File: src/rtl/seg7_pkg.sv
package seg7_pkg;
  localparam int DIGIT_W   = 4;
  localparam int SEG_W     = 7;
  localparam int LAST_DEC  = 9;

  typedef logic [SEG_W-1:0]   seg_vec_t;
  typedef logic [DIGIT_W-1:0] digit_t;

  // Bit index of each segment inside a seg_vec_t
  typedef enum int {
    SEG_G = 0, SEG_F = 1, SEG_E = 2, SEG_D = 3,
    SEG_C = 4, SEG_B = 5, SEG_A = 6
  } seg_idx_e;

  localparam seg_vec_t ALL_LIT  = '1;
  localparam seg_vec_t ALL_DARK = '0;

  // Build a lit-mask (1 = lit) from a list of segment flags
  function automatic seg_vec_t lit_mask(input bit a, input bit b, input bit c,
                                        input bit d, input bit e, input bit f,
                                        input bit g);
    seg_vec_t m;
    m = '0;
    m[SEG_A] = a; m[SEG_B] = b; m[SEG_C] = c; m[SEG_D] = d;
    m[SEG_E] = e; m[SEG_F] = f; m[SEG_G] = g;
    return m;
  endfunction
endpackage

File: src/rtl/seg7_glyph_rom.sv
module seg7_glyph_rom
  import seg7_pkg::*;
(
  input  logic [DIGIT_W-1:0] digit_i,
  output logic [SEG_W-1:0]   lit_o,
  output logic               valid_o
);
  always_comb begin
    valid_o = (int'(digit_i) <= LAST_DEC);
    unique case (digit_i)
      4'd0:    lit_o = lit_mask(1, 1, 1, 1, 1, 1, 0);
      4'd1:    lit_o = lit_mask(0, 1, 1, 0, 0, 0, 0);
      4'd2:    lit_o = lit_mask(1, 1, 0, 1, 1, 0, 1);
      4'd3:    lit_o = lit_mask(1, 1, 1, 1, 0, 0, 1);
      4'd4:    lit_o = lit_mask(0, 1, 1, 0, 0, 1, 1);
      4'd5:    lit_o = lit_mask(1, 0, 1, 1, 0, 1, 1);
      4'd6:    lit_o = lit_mask(1, 0, 1, 1, 1, 1, 1);
      4'd7:    lit_o = lit_mask(1, 1, 1, 0, 0, 0, 0);
      4'd8:    lit_o = lit_mask(1, 1, 1, 1, 1, 1, 1);
      4'd9:    lit_o = lit_mask(1, 1, 1, 1, 0, 1, 1);
      default: lit_o = ALL_DARK;
    endcase
  end

  // every decimal glyph lights at least two segments; others light none
  always_comb begin
    if (valid_o)
      a_r2_glyph_min_lit: assert ($countones(lit_o) >= 2)
        else $error("R2 glyph too sparse");
    else
      a_r3_nondec_dark: assert (lit_o == ALL_DARK)
        else $error("R3 non-decimal code lights a segment");
  end
endmodule

File: src/rtl/seg7_blank_ctrl.sv
module seg7_blank_ctrl
  import seg7_pkg::*;
(
  input  logic [DIGIT_W-1:0] digit_i,
  input  logic [SEG_W-1:0]   glyph_i,
  input  logic               lamp_test_i,
  input  logic               zero_blank_i,
  output logic [SEG_W-1:0]   lit_o,
  output logic               zero_blank_o
);
  logic is_zero;
  logic suppress;

  always_comb begin
    is_zero      = (digit_i == '0);
    suppress     = zero_blank_i & is_zero;
    zero_blank_o = suppress;
    if (lamp_test_i)   lit_o = ALL_LIT;
    else if (suppress) lit_o = ALL_DARK;
    else               lit_o = glyph_i;
  end

  // lamp test lights everything
  always_comb begin
    if (lamp_test_i)
      a_r7_lamp_all_lit: assert (lit_o == ALL_LIT)
        else $error("R7 lamp test not all lit");
  end

  // with no control active, the glyph passes through untouched
  always_comb begin
    if (!lamp_test_i && !zero_blank_o)
      a_r9_pass_glyph: assert (lit_o == glyph_i)
        else $error("R9 glyph altered without cause");
  end
endmodule

File: src/rtl/seg7_pol_drv.sv
module seg7_pol_drv
  import seg7_pkg::*;
#(
  parameter bit COMMON_CATHODE = 1'b0
) (
  input  logic [SEG_W-1:0] lit_i,
  output logic [SEG_W-1:0] seg_o
);
  for (genvar s = 0; s < SEG_W; s++) begin : g_seg
    if (COMMON_CATHODE) begin : g_high
      assign seg_o[s] = lit_i[s];
    end else begin : g_low
      assign seg_o[s] = ~lit_i[s];
    end
  end
endmodule

File: src/rtl/bcd_seg7_decoder.sv
module bcd_seg7_decoder
  import seg7_pkg::*;
#(
  parameter bit COMMON_CATHODE = 1'b0
) (
  input  logic [3:0] bcd_i,
  input  logic       lamp_test_i,
  input  logic       zero_blank_i,
  output logic [6:0] seg_o,
  output logic       zero_blank_o
);
  localparam seg_vec_t SEG_ON  = COMMON_CATHODE ? ALL_LIT  : ALL_DARK;
  localparam seg_vec_t SEG_OFF = COMMON_CATHODE ? ALL_DARK : ALL_LIT;

  seg_vec_t glyph;
  seg_vec_t lit;
  logic     glyph_valid;

  seg7_glyph_rom u_rom (
    .digit_i (bcd_i),
    .lit_o   (glyph),
    .valid_o (glyph_valid)
  );

  seg7_blank_ctrl u_blank (
    .digit_i      (bcd_i),
    .glyph_i      (glyph),
    .lamp_test_i  (lamp_test_i),
    .zero_blank_i (zero_blank_i),
    .lit_o        (lit),
    .zero_blank_o (zero_blank_o)
  );

  seg7_pol_drv #(.COMMON_CATHODE(COMMON_CATHODE)) u_drv (
    .lit_i (lit),
    .seg_o (seg_o)
  );

  // Port-level checks across the three stages
  always_comb begin
    if (lamp_test_i)
      a_r7_port_all_on: assert (seg_o == SEG_ON)
        else $error("R7 lamp test at port");
    if (!lamp_test_i && zero_blank_o)
      a_r8_blank_dark: assert (seg_o == SEG_OFF)
        else $error("R8 blanked zero still lit");
    if (!lamp_test_i && !glyph_valid)
      a_r3_port_dark: assert (seg_o == SEG_OFF)
        else $error("R3 non-decimal code at port");
    if (zero_blank_o)
      a_r9_rbo_only_zero: assert (bcd_i == 4'd0 && zero_blank_i)
        else $error("R9 zero-blank out without cause");
  end
endmodule

File: config.mk
export PLATFORM = sky130hd
export DESIGN_NAME = bcd_seg7_decoder
export DESIGN_NICKNAME = d
export VERILOG_FILES = /design/src/rtl/seg7_pkg.sv /design/src/rtl/seg7_glyph_rom.sv /design/src/rtl/seg7_blank_ctrl.sv /design/src/rtl/seg7_pol_drv.sv /design/src/rtl/bcd_seg7_decoder.sv
export SDC_FILE = /design/constraint.sdc
export NUM_CORES = 1
export LEC_CHECK = 0
export CAP_MARGIN = 20
export CORE_AREA = 3 3 40 42
export DETAILED_ROUTE_END_ITERATION = 10
export DIE_AREA = 0 0 43 45
export SYNTH_ARGS = -nofsm -noshare
export SYNTH_HDL_FRONTEND = slang
export SYNTH_SLANG_ARGS = --single-unit
File: constraint.sdc
create_clock -name vclk -period 1
set_clock_uncertainty 0.1 [all_clocks]
set_input_delay 0.15 -clock vclk [all_inputs]
set_output_delay 0.15 -clock vclk [all_outputs]
set_load 0.01 [all_outputs]
=== After elaboration in Yosys (flattened, before gate mapping) ===
Memories as Yosys holds them, arrays and structs flattened.
Cells that the tools add are included.

* Output and inout bits: 8
* Memories: 1
* Word-level logic and storage cells: 12
* Bits in registers: 0
* Bits in read-only memories: 112

* Bitwise operators: 8
* Multiplexer cells: 2
* Reduce and logical (&&, ||, !) cells: 1

{| class="wikitable"
|+ Memories
! memory !! words !! width !! rd ports !! clocked after Yosys merged registers in !! wr ports !! RTL line !! text
|-
| (name not given) || 16 || 7 || 1 || 0 || 0 || seg7_glyph_rom.sv:10 || <nowiki>unique case (digit_i)</nowiki>
|}

{| class="wikitable"
|+ Operator list
! operator !! number
|-
| $mux 7 || 2
|-
| $not 1->1 || 7
|-
| $logic_not 4->1 || 1
|-
| $and 1x1->1 || 1
|}

=== Depth between registers and ports, before layout ===
Gate-level depths: netlist of run 1.

* Word-level depth: 5
* Mapped depth: 5

=== Cells and area by module ===
A second synthesis of run 1 with hierarchy kept.

* Cell total of the unflattened synthesis: 56
* Area, all modules: 375.4 sq um

{| class="wikitable"
|+ By module, submodules not included
! module !! area each (sq um) !! cells an instance !! instances
|-
| seg7_glyph_rom || 229.0 || 31 || 1
|-
| seg7_blank_ctrl || 120.1 || 18 || 1
|-
| seg7_pol_drv || 26.3 || 7 || 1
|}

=== Worst setup path before layout of run 1 ===
OpenSTA, ideal clock, no wires.

* Kind: input port to output port
* From: in bcd_i[0]
* To: out seg_o[1]
* Buffers on the path: 0
* Slack: -0.210 ns
* Cell stages on the path: 5
* Arrival: 0.960 ns
* Cell sequence: inv_1 -> ha_1 -> and4bb_4 -> nor2_4 -> a21oi_1

* Cells in the longest elaborated chain, start to end: 5
* Elaborated cells between the ends (all ways): 6

{| class="wikitable"
|+ RTL lines
! item !! RTL line !! text
|-
| from (decl) || bcd_seg7_decoder.sv:6 || <nowiki>input logic [3:0] bcd_i,</nowiki>
|-
| $logic_not 4->1 || seg7_blank_ctrl.sv:15 || <nowiki>is_zero = (digit_i == '0);</nowiki>
|-
| $and 1x1->1 || seg7_blank_ctrl.sv:16 || <nowiki>suppress = zero_blank_i & is_zero;</nowiki>
|-
| named net zero_blank_o || bcd_seg7_decoder.sv:10 || <nowiki>output logic zero_blank_o</nowiki>
|-
| $mux 7 || seg7_blank_ctrl.sv:19 || <nowiki>else if (suppress) lit_o = ALL_DARK;</nowiki>
|-
| $mux 7 || seg7_blank_ctrl.sv:18 || <nowiki>if (lamp_test_i) lit_o = ALL_LIT;</nowiki>
|-
| $not 1->1 || seg7_pol_drv.sv:13 || <nowiki>assign seg_o[s] = ~lit_i[s];</nowiki>
|-
| to (decl) || bcd_seg7_decoder.sv:9 || <nowiki>output logic [6:0] seg_o,</nowiki>
|}

The timed path passes the listed nets, and every way through them passes these cells.

=== Final worst setup path of run 1 ===
* From: in bcd_i[0]
* To: out seg_o[4]

* Cells in the longest elaborated chain, start to end: 5
* Elaborated cells between the ends (all ways): 6

{| class="wikitable"
|+ RTL lines
! item !! RTL line
|-
| branches (longest 2 deep; another with $mem_v2 16x7) || --
|-
| $mux 7 * || seg7_blank_ctrl.sv:19
|-
| $mux 7 * || seg7_blank_ctrl.sv:18
|-
| $not 1->1 * || seg7_pol_drv.sv:13
|}

Every way passes the cells marked *.

==> results of run 1 <==
worst max-delay path, stage by stage:
cell      delay [ps]
buf_8             90
inv_8             30
ha_4             150
and4bb_4         200
nor2_4           180
buf_6            130
a21oi_2           40
buf_2            130
layout make-up:
| type | instances | area [µm²] |
|---|---|---|
| fill | 147 | 721 |
| multi-input combinational | 27 | 293 |
| inverter | 3 | 23.8 |
| tap | 15 | 18.8 |
| timing repair buffer | 28 | 229 |
power by group through the flow:
stage | registers [mW] | logic [mW] | clock network (mW)
finish | 0 | 0.228 | 0
global route | 0 | 0.249 | 0
floorplan | 0 | 0.0988 | 0
CTS | 0 | 0.219 | 0
global placement | 0 | 0.197 | 0
detailed placement | 0 | 0.200 | 0
path summary, 6_finish.rpt:
path  startpoint       end  slack (ps)
max     bcd_i[0]  seg_o[4]        -350
min     bcd_i[2]  seg_o[5]         630
cell usage after synthesis:
cell,n
a211o_1,2
a21oi_1,6
a21oi_2,2
and4bb_4,1
buf_6,1
ha_1,5
inv_1,3
mux2i_1,1
nand2_1,1
nand2b_1,3
nor2_1,1
nor2_4,1
nor2b_4,1
o21a_1,1
o21ai_0,1
or2_1,1
metal layers:
metal  vias up  share of wire (%)  global-route usage (%)
li1        162                  -                       -
met1       141                 48                    12.6
met2         6                 49                    14.7
met3         0                3.6                       0
met4         0                  0                       0
met5         -                  0                       0
metrics by stage:
stage	util, %	instance area (µm²)	hold slack (ps)	std cells	total power, mW
after global routing	43.9	564	668	73	0.249
final	43.9	564	631	73	0.228
after global placement	36.5	469	1280	64	0.197
after floorplan	-	288	226	31	0.0988
after CTS	41.3	531	633	72	0.219
after detailed placement	36.5	469	1290	64	0.200
kinds of logic after synthesis:
kind of cell               count (synthesis)  synth area share, %
AOI/OAI and AO/OA                         12                 31.5
muxes                                      1                 4.06
buffers and inverters                      4                 9.14
adders and majority gates                  5                 25.4
and+or+nand+nor                            9                 29.9
repair_timing:
| action | 4_1_cts | 5_1_grt |
|---|---|---|
| pin swaps | 9 | 4 |
| resized for setup | 62 | 7 |
| endpoints found under the setup margin | 8 | 8 |
| buffers inserted | 8 | 1 |
==> results_dict.tcl, run 1 <==
set metrics [dict create \
    cap_violations 0 \
    detailed_place_hpwl_um 542 \
    netlist_instances 31 \
    worst-path-max-fanout 5 \
    antenna_found_initial 0 \
    endpoint_kind "output port" \
    avgSynthCellArea_um2 7.95 \
    worst_pin_slew_ps 223 \
    initialDrtViolationCount 3 \
    peakVddDrop_mv 0.109 \
    p_int_uw 127 \
    fin_crit_sh_pct 135 \
    first_pass_iters 2 \
    syn_nets 42 \
    fp.dieH_um 45 \
    outcome "complete, but fails checks" \
    place_ws_ps -1230 \
    synth.distinct_cells 16 \
    final_common_cell "buf_4" \
    hold_violations 0 \
    switchingPower_uw 102 \
    via_per_inst 4.23 \
    fp.dieW_um 43 \
    crit_type "input pin to output port" \
    detail-route-antenna-nets 0 \
    p_leak_nw 0.257 \
    drive_gt1_share_pct 72.4 \
    synth.area.top_cells "ha_1, a21oi_1, nand2b_1, a211o_1, a21oi_2" \
    maxSlewViolCount 0 \
    grt_overflow 0 \
    cp-start-kind "input pin" \
    track_usage_pct 8.46 \
    ys_warn_count 0 \
    cp.arrival_ps 1100 \
    initial_core_util_pct 19.2 \
    wl_per_cell_um 10.3 \
    synth_top_area_share_pct 25.4 \
    portBuffers 14 \
    whs_path_depth 4 \
    rsz0062_at_grt "yes" \
    slew_headroom_pct 84.9 \
    pwr-share-comb_pct 100.0 \
    drc_errors 0 \
    fin_setup_tns_ps -2400 \
    regArea_um2 0 \
    layout_setup_ws_ps -349 \
    max_freq_mhz 741 \
    layout_common_cells "buf_4, buf_2, a21oi_2, buf_6, ha_4" \
    required_ps 750 \
    gp_congestion 0.664 \
    first_global_vias 303 \
    area_growth_pct 129 \
    seqPwrFrac_pct 0 \
    sequential_cell_total 0 \
    antennaDiodeCount 0 \
    ys_seq_area_share_pct 0 \
    grt_start_max_net_pins 10 \
    dieArea_um2 1940 \
    syn_area_um2 246 \
    coreArea_um2 1280 \
    swShare_pct 44.5 \
    clockPowerShare_pct 0 \
    io_pins 14 \
    final_nets 71 \
    yosys.area.top_type "ha_1" \
    final-setup-viol-count 8 \
    min_path_type "input pin to output port" \
    finalWirelength_um 753 \
    rows 13 \
    min_period_ps 1350 \
    violations "setup timing" \
    postCtsHoldBufs 0 \
    num_vias 309 \
    clkbuf_count 0 \
    cellPowerDensity_nw_per_um2 404 \
    grt_pass1_wl_um 1330 \
]
Note: power is estimated with default switching activity, not from simulation.
==> run 2: changes to the inputs <==
MAX_ROUTING_LAYER = met4   (was default)
==> results of run 2 <==
Final layout, timing and power as in run 1 (identical DEF).
Main changes from that run: final weighted congestion in routability-driven placement 0.664 -> 0.670; overall routing resource usage 8.46% -> 8.71%
==> run 3: changes to the inputs <==
MAX_ROUTING_LAYER = default   (was met4)
==> results of run 3 <==
Final layout, timing and power as in run 1 (identical DEF).
